$ cat config.mk
export PLATFORM = sky130hd
export DESIGN_NAME = pwm_bank
export DESIGN_NICKNAME = d
export VERILOG_FILES = /design/src/rtl/pwm_bank_pkg.sv /design/src/rtl/pwm_ch_regs.sv /design/src/rtl/pwm_timebase.sv /design/src/rtl/pwm_ch_ctrl.sv /design/src/rtl/pwm_bank.sv
export SDC_FILE = /design/constraint.sdc
export NUM_CORES = 1
export LEC_CHECK = 0
export BUFFER_PORTS_ARGS = -buffer_cell sky130_fd_sc_hd__buf_2
export CAP_MARGIN = 5
export CORE_AREA = 2 2 134 136
export DETAILED_ROUTE_END_ITERATION = 10
export DIE_AREA = 0 0 136 138
export PLACE_DENSITY = 0.77
export SLEW_MARGIN = 20
export SYNTH_ARGS = -nofsm -noshare
export SYNTH_HDL_FRONTEND = slang
export SYNTH_HIERARCHICAL = 1
export SYNTH_SLANG_ARGS = --single-unit
$ cat constraint.sdc
create_clock -name clk -period 14.7 [get_ports clk]
set_clock_uncertainty 0.2 [all_clocks]
set_input_delay 0.735 -clock clk [delete_from_list [all_inputs] [get_ports clk]]
set_output_delay 0.735 -clock clk [all_outputs]
set_load 0.01 [all_outputs]
$ cat src/rtl/pwm_bank_pkg.sv
package pwm_bank_pkg;

  typedef enum logic [1:0] {
    REG_CTRL = 2'd0,
    REG_DUTY = 2'd1,
    REG_PER  = 2'd2,
    REG_NONE = 2'd3
  } reg_sel_e;

  typedef enum logic [1:0] {
    CH_IDLE  = 2'd0,
    CH_RUN   = 2'd1,
    CH_DRAIN = 2'd2
  } ch_state_e;

  localparam int unsigned BANK_SEL_BIT = 4;
  localparam int unsigned REG_LSB      = 2;

endpackage

$ cat src/rtl/pwm_ch_regs.sv
module pwm_ch_regs
  import pwm_bank_pkg::*;
#(
  parameter int unsigned PRE_W  = 6,
  parameter int unsigned PER_W  = 10,
  parameter int unsigned DATA_W = 32
) (
  input  logic              clk,
  input  logic              rst_n,
  input  logic              wr_en,
  input  reg_sel_e          reg_sel,
  input  logic [DATA_W-1:0] wdata,
  output logic [PRE_W-1:0]  prog_pre,
  output logic              prog_stop,
  output logic [PER_W-1:0]  prog_dc,
  output logic              prog_full,
  output logic [PER_W-1:0]  prog_pv,
  output logic [DATA_W-1:0] rdata
);

  logic [PRE_W-1:0] pre_q, pre_d;
  logic             stop_q, stop_d;
  logic [PER_W-1:0] dc_q, dc_d;
  logic             full_q, full_d;
  logic [PER_W-1:0] pv_q, pv_d;
  logic             wdata_unused;

  assign wdata_unused = ^wdata;

  always_comb begin
    pre_d  = pre_q;
    stop_d = stop_q;
    dc_d   = dc_q;
    full_d = full_q;
    pv_d   = pv_q;
    if (wr_en) begin
      case (reg_sel)
        REG_CTRL: begin
          pre_d  = wdata[PRE_W-1:0];
          stop_d = wdata[PRE_W];
        end
        REG_DUTY: begin
          dc_d   = wdata[PER_W-1:0];
          full_d = wdata[PER_W];
        end
        REG_PER:  pv_d = wdata[PER_W-1:0];
        default:  ;
      endcase
    end
  end

  always_ff @(posedge clk or negedge rst_n) begin
    if (!rst_n) begin
      pre_q  <= '0;
      stop_q <= 1'b0;
      dc_q   <= '0;
      full_q <= 1'b0;
      pv_q   <= '0;
    end else if (wr_en) begin
      pre_q  <= pre_d;
      stop_q <= stop_d;
      dc_q   <= dc_d;
      full_q <= full_d;
      pv_q   <= pv_d;
    end
  end

  always_comb begin
    case (reg_sel)
      REG_CTRL: rdata = DATA_W'({stop_q, pre_q});
      REG_DUTY: rdata = DATA_W'({full_q, dc_q});
      REG_PER:  rdata = DATA_W'(pv_q);
      default:  rdata = '0;
    endcase
  end

  assign prog_pre  = pre_q;
  assign prog_stop = stop_q;
  assign prog_dc   = dc_q;
  assign prog_full = full_q;
  assign prog_pv   = pv_q;

  AST_RSVD_ZERO: assert property (@(posedge clk) disable iff (!rst_n)
    rdata[DATA_W-1:PER_W+1] == '0);

endmodule

$ cat src/rtl/pwm_timebase.sv
module pwm_timebase #(
  parameter int unsigned PRE_W = 6,
  parameter int unsigned PER_W = 10
) (
  input  logic             clk,
  input  logic             rst_n,
  input  logic             run,
  input  logic [PRE_W-1:0] pre_lim,
  input  logic [PER_W-1:0] per_lim,
  output logic [PRE_W-1:0] pre_cnt,
  output logic [PER_W-1:0] per_cnt,
  output logic             wrap
);

  logic [PRE_W-1:0] pre_q, pre_d;
  logic [PER_W-1:0] per_q, per_d;
  logic             tick;

  assign tick = run && (pre_q == pre_lim);
  assign wrap = tick && (per_q == per_lim);

  always_comb begin
    pre_d = pre_q;
    per_d = per_q;
    if (!run) begin
      pre_d = '0;
      per_d = '0;
    end else begin
      pre_d = tick ? '0 : pre_q + 1'b1;
      if (tick) begin
        per_d = (per_q == per_lim) ? '0 : per_q + 1'b1;
      end
    end
  end

  always_ff @(posedge clk or negedge rst_n) begin
    if (!rst_n) begin
      pre_q <= '0;
      per_q <= '0;
    end else begin
      pre_q <= pre_d;
      per_q <= per_d;
    end
  end

  assign pre_cnt = pre_q;
  assign per_cnt = per_q;

  AST_PRE_BOUND: assert property (@(posedge clk) disable iff (!rst_n)
    pre_q <= pre_lim);
  AST_PER_BOUND: assert property (@(posedge clk) disable iff (!rst_n)
    per_q <= per_lim);

endmodule

$ cat src/rtl/pwm_ch_ctrl.sv
module pwm_ch_ctrl
  import pwm_bank_pkg::*;
#(
  parameter int unsigned PRE_W = 6,
  parameter int unsigned PER_W = 10
) (
  input  logic             clk,
  input  logic             rst_n,
  input  logic             en,
  input  logic [PRE_W-1:0] prog_pre,
  input  logic             prog_stop,
  input  logic [PER_W-1:0] prog_dc,
  input  logic             prog_full,
  input  logic [PER_W-1:0] prog_pv,
  output logic             pwm_o
);

  ch_state_e        state_q, state_d;
  logic             load;
  logic [PRE_W-1:0] act_pre_q;
  logic [PER_W-1:0] act_pv_q;
  logic [PER_W-1:0] act_dc_q;
  logic             act_full_q;
  logic             run;
  logic             wrap;
  logic [PRE_W-1:0] pre_cnt;
  logic [PER_W-1:0] per_cnt;
  logic             level_hi;

  assign run = (state_q != CH_IDLE);

  pwm_timebase #(
    .PRE_W (PRE_W),
    .PER_W (PER_W)
  ) tb_i (
    .clk     (clk),
    .rst_n   (rst_n),
    .run     (run),
    .pre_lim (act_pre_q),
    .per_lim (act_pv_q),
    .pre_cnt (pre_cnt),
    .per_cnt (per_cnt),
    .wrap    (wrap)
  );

  always_comb begin
    state_d = state_q;
    load    = 1'b0;
    case (state_q)
      CH_IDLE: begin
        if (en) begin
          state_d = CH_RUN;
          load    = 1'b1;
        end
      end
      CH_RUN: begin
        if (!en) begin
          state_d = (prog_stop || wrap) ? CH_IDLE : CH_DRAIN;
        end else if (wrap) begin
          load = 1'b1;
        end
      end
      CH_DRAIN: begin
        if (!en && prog_stop) begin
          state_d = CH_IDLE;
        end else if (wrap) begin
          if (en) begin
            state_d = CH_RUN;
            load    = 1'b1;
          end else begin
            state_d = CH_IDLE;
          end
        end
      end
      default: state_d = CH_IDLE;
    endcase
  end

  always_ff @(posedge clk or negedge rst_n) begin
    if (!rst_n) begin
      state_q <= CH_IDLE;
    end else begin
      state_q <= state_d;
    end
  end

  always_ff @(posedge clk or negedge rst_n) begin
    if (!rst_n) begin
      act_pre_q  <= '0;
      act_pv_q   <= '0;
      act_dc_q   <= '0;
      act_full_q <= 1'b0;
    end else if (load) begin
      act_pre_q  <= prog_pre;
      act_pv_q   <= prog_pv;
      act_dc_q   <= prog_dc;
      act_full_q <= prog_full;
    end
  end

  assign level_hi = act_full_q || (per_cnt < act_dc_q);
  assign pwm_o    = run && level_hi;

  AST_CFG_HELD: assert property (@(posedge clk) disable iff (!rst_n)
    (run && !wrap) |=> ($stable(act_dc_q) && $stable(act_pv_q) && $stable(act_pre_q)));
  AST_HARD_STOP: assert property (@(posedge clk) disable iff (!rst_n)
    (run && !en && prog_stop) |=> !pwm_o);
  AST_IDLE_CLEAR: assert property (@(posedge clk) disable iff (!rst_n)
    (state_q == CH_IDLE && $past(state_q == CH_IDLE)) |-> (per_cnt == '0 && pre_cnt == '0));
  AST_DRAIN_KEEPS: assert property (@(posedge clk) disable iff (!rst_n)
    (state_q == CH_RUN && !en && !prog_stop && !wrap) |=> (state_q == CH_DRAIN));

endmodule

$ cat src/rtl/pwm_bank.sv
module pwm_bank
  import pwm_bank_pkg::*;
#(
  parameter int unsigned NUM_CH = 2,
  parameter int unsigned PRE_W  = 6,
  parameter int unsigned PER_W  = 10,
  parameter int unsigned ADDR_W = 5,
  parameter int unsigned DATA_W = 32
) (
  input  logic              clk,
  input  logic              rst_n,
  input  logic              bus_sel,
  input  logic              bus_we,
  input  logic [ADDR_W-1:0] bus_addr,
  input  logic [DATA_W-1:0] bus_wdata,
  output logic [DATA_W-1:0] bus_rdata,
  input  logic [NUM_CH-1:0] ch_en,
  output logic [NUM_CH-1:0] pwm_out
);

  localparam int unsigned REG_MSB = REG_LSB + 1;

  logic              rst_meta_q;
  logic              rst_sync_n;
  logic              addr_ch;
  reg_sel_e          reg_sel;
  logic              addr_unused;
  logic [NUM_CH-1:0] ch_wr;
  logic [DATA_W-1:0] ch_rdata [NUM_CH];

  always_ff @(posedge clk or negedge rst_n) begin
    if (!rst_n) begin
      rst_meta_q <= 1'b0;
      rst_sync_n <= 1'b0;
    end else begin
      rst_meta_q <= 1'b1;
      rst_sync_n <= rst_meta_q;
    end
  end

  assign addr_ch     = bus_addr[BANK_SEL_BIT];
  assign addr_unused = ^bus_addr;

  always_comb begin
    case (bus_addr[REG_MSB:REG_LSB])
      2'd0:    reg_sel = REG_CTRL;
      2'd1:    reg_sel = REG_DUTY;
      2'd2:    reg_sel = REG_PER;
      default: reg_sel = REG_NONE;
    endcase
  end

  for (genvar g = 0; g < NUM_CH; g++) begin : g_ch
    logic [PRE_W-1:0] prog_pre;
    logic             prog_stop;
    logic [PER_W-1:0] prog_dc;
    logic             prog_full;
    logic [PER_W-1:0] prog_pv;

    assign ch_wr[g] = bus_sel && bus_we && (addr_ch == 1'(g));

    pwm_ch_regs #(
      .PRE_W  (PRE_W),
      .PER_W  (PER_W),
      .DATA_W (DATA_W)
    ) regs_i (
      .clk       (clk),
      .rst_n     (rst_sync_n),
      .wr_en     (ch_wr[g]),
      .reg_sel   (reg_sel),
      .wdata     (bus_wdata),
      .prog_pre  (prog_pre),
      .prog_stop (prog_stop),
      .prog_dc   (prog_dc),
      .prog_full (prog_full),
      .prog_pv   (prog_pv),
      .rdata     (ch_rdata[g])
    );

    pwm_ch_ctrl #(
      .PRE_W (PRE_W),
      .PER_W (PER_W)
    ) ctrl_i (
      .clk       (clk),
      .rst_n     (rst_sync_n),
      .en        (ch_en[g]),
      .prog_pre  (prog_pre),
      .prog_stop (prog_stop),
      .prog_dc   (prog_dc),
      .prog_full (prog_full),
      .prog_pv   (prog_pv),
      .pwm_o     (pwm_out[g])
    );
  end

  always_comb begin
    bus_rdata = '0;
    for (int c = 0; c < NUM_CH; c++) begin
      if (bus_sel && (addr_ch == 1'(c))) begin
        bus_rdata = ch_rdata[c];
      end
    end
  end

  AST_ONE_BANK_WR: assert property (@(posedge clk) disable iff (!rst_sync_n)
    $onehot0(ch_wr));
  AST_RESET_LOW: assert property (@(posedge clk)
    !rst_sync_n |-> (pwm_out == '0));

endmodule

==> impl_results.md <==
* Setup TNS at 0 ns
* Synth top area share at 43.67%
* Largest fanout on the critical path at 24
* RSZ-0062 raised after global routing: false
* Cts repair resizes at 0
* TritonCTS Buffers at 17
* Pwr dens at 156.0 nW/µm²
* Die Y-Extent at 138 µm
* Peak Freq at 0.2818 GHz
* Dominant cell type by area after synthesis: dfrtp_1
* Yosys reg bits at 148
* Register area share after synthesis at 43.67%
* Final worst setup slack at 11.15 ns
* Final nets at 811
* Final hold slack at 0.1067 ns
* WL per Instance at 16.44 µm
* TritonCTS clock tree: yes
* Site Rows at 49
* DRC Markers at 0
* Yosys warns at 6
* Total track usage at 18.32%
* Sinks on the clock net at 148
* Dpl ws at 11.15 ns
* WL final at 16.24 mm
* Hold-fix buffers, CTS at 1
* Drt first-iter violations at 273
* Max rail drop VDD at 0.08601 mV
* Busiest grt layer: met2
* Min Tclk post-route at 3.549 ns
* Worst-case clock buffer depth at 2
* Least-Margin Pin Slew at 0.9752 ns
* Post-synth ARST share at 100.0%
* Mapped Area at 8481 µm²
* Post-CTS setup buffer count at 0
* Worst R2R Path Depth at 7
* Max_cap viols at 0
* GP Congestion at 0.8277
* Core area at 17530 µm²
* Worst R2R Setup Slack at 11.35 ns
* Wire length of the first global-routing pass at 27.15 mm
* Total gr overflow at 0
* Starting Density at 48.37%
* Clk Tree Root Cell: clkbuf_16
* RR Startpoint: g_ch[0].ctrl_i/tb_i/per_cnt[2]
* Post-synth EDFFs at 0
* ANT nets after route at 0
* Data arrival time of the critical path at 2.61 ns
* Crit Path Class: input port to primary output
* Synth top cells by count: dfrtp_1 (148), mux2_2 (108), mux2i_1 (46), buf_4 (42), nor2_1 (35)
* Input/output buffers at 32
* Synthesis-to-finish area growth at 7.156%
* Clock transition at the registers of the reported paths at 0.06 ns
* GR Layer Usage met1 at 23.59%
* Most common cell in the netlist: dfrtp_1
* Avg Vias per Cell at 5.321
* Final Hold Viols at 0
* Outcome: complete, no violations
* Pleak at 4.190 nW
* H-tree Lvls at 4
* Setup-failing EPs final at 0
* Post-Syn Instances at 727
* Crit share post-route at 24.14%
* Total power at 1.418 mW
* Initial antenna violation count at 1
* Die Wd at 136 µm
* Cell variety after synth at 54
* Critical path data required time at 13.77 ns
* DP HPWL at 11.51 mm
* Layout cell share with drive strength beyond 1 at 27.57%
* Routing usage on met2 at 30.15%
* Vias in the first global route at 5368
* Die footprint at 18770 µm²
* DRT Pass-1 Iters at 4
* Ports at 77
* Vias at 5257
* FF-to-FF End: g_ch[0].ctrl_i/act_pv_q[3]
* Synth top area cells: dfrtp_1 (44%), mux2_2 (14%), mux2i_1 (5.4%)
* Worst skew pair latency at 0.42 ns
* HP Class: register to asynchronous set/reset pin
* Crit start category: input port
* Met3 Use GR at 3.887%
* Avg Cell Area, Syn at 11.67 µm²
* Pin count of the biggest net entering global routing at 56
* Fin. max-slew vios at 0
* Synth Flop Type: dfrtp_1
* Relative slew slack at 34.99%
* CP Capture Type: primary output
cells in the final DEF, fill, tap and decap left out, types with 3 or more instances in the layout:
master       n
dfrtp_1    147
mux2_2     108
mux2i_1     46
conb_1      43
nor2_1      35
nor2b_1     34
inv_1       34
buf_2       32
nand4_1     24
nand3_1     22
ha_1        22
xnor2_1     20
xor2_1      20
clkbuf_16   17
nand2_1     15
a21oi_1     14
o2bb2ai_1   14
nand4_2      8
o211ai_2     8
nand3b_1     6
a22o_1       6
clkinv_2     4
nand2b_1     4
o21a_1       4
nor4_2       4
and3_1       3
clkbuf_1     3
routing by layer:
layer	vias up	share of wire, %	wire (µm)
li1	2529	-	-
met1	2627	44	7081
met2	76	51	8344
met3	25	2.9	467
met4	0	2.1	346
met5	-	0	0
stage by stage:
| stage | cells | instance area, µm² | utilization, % |
|---|---|---|---|
| after detailed placement | 955 | 8506 | 48.51 |
| after global routing | 988 | 9087 | 51.83 |
| after CTS | 987 | 9085 | 51.81 |
| after global placement | 955 | 8506 | 48.51 |
| final | 988 | 9087 | 51.83 |
| after floorplan | 767 | 8631 | - |
final cells by class:
class	instances	area, µm²
Fill cell	1541	8447
Multi-Input combinational cell	510	4209
Sequential cell	148	3707
Clock buffer	22	464.2
Tap cell	229	286.5
Timing Repair Buffer	35	185.2
Inverter	34	127.6
Clock inverter	9	105.1
Antenna cell	1	2.502
cell families (layout without fill, tap and decap cells):
logic type	count (synthesis)	after routing	synth area share, %
flops	148	148	43.67
simple gates	181	181	13.53
fa+ha+maj	22	22	3.246
other cells	3	44	0.1328
buf+inv	109	100	8.469
compound gates	68	68	6.698
mux	156	156	20.12
xor+xnor	40	40	4.131
registers in the layout (all words and copies together) (netlist names):
name / flops
g_ch.ctrl_i/state_q: 4
g_ch.ctrl_i/tb_i/per_cnt: 20
g_ch.regs_i/prog_stop: 2
g_ch.regs_i/prog_pre: 12
g_ch.ctrl_i/act_dc_q: 20
g_ch.ctrl_i/act_pre_q: 12
g_ch.regs_i/prog_dc: 20
g_ch.ctrl_i/act_full_q: 2
g_ch.regs_i/prog_pv: 20
rst_meta_q: 1
g_ch.ctrl_i/act_pv_q: 20
g_ch.ctrl_i/tb_i/pre_cnt: 12
rst_sync_n: 1
g_ch.regs_i/prog_full: 2
critical path, cell delays in order:
cell and delay, ns:
buf_2 0.41, nor2b_1 0.75, o2bb2ai_1 0.20, mux2i_1 0.10
nor2b_1 0.24, buf_2 0.18
power by group:
group | switching (mW) | leakage, nW | internal [mW]
sequential | 0.101 | 1.87 | 0.528
combinational | 0.183 | 2.05 | 0.188
clock | 0.160 | 0.280 | 0.257
worst max path at each step:
stage | from | end | depth (start not counted)
after floorplan | rst_sync_n | g_ch[0].ctrl_i/act_dc_q[0] | 0
after global placement | bus_addr[2] | bus_rdata[0] | 6
after detailed placement | bus_addr[2] | bus_rdata[0] | 6
after CTS | bus_addr[2] | bus_rdata[0] | 6
after global routing | bus_addr[2] | bus_rdata[0] | 6
final | bus_addr[2] | bus_rdata[0] | 6
(Power assumes the default switching activity.)
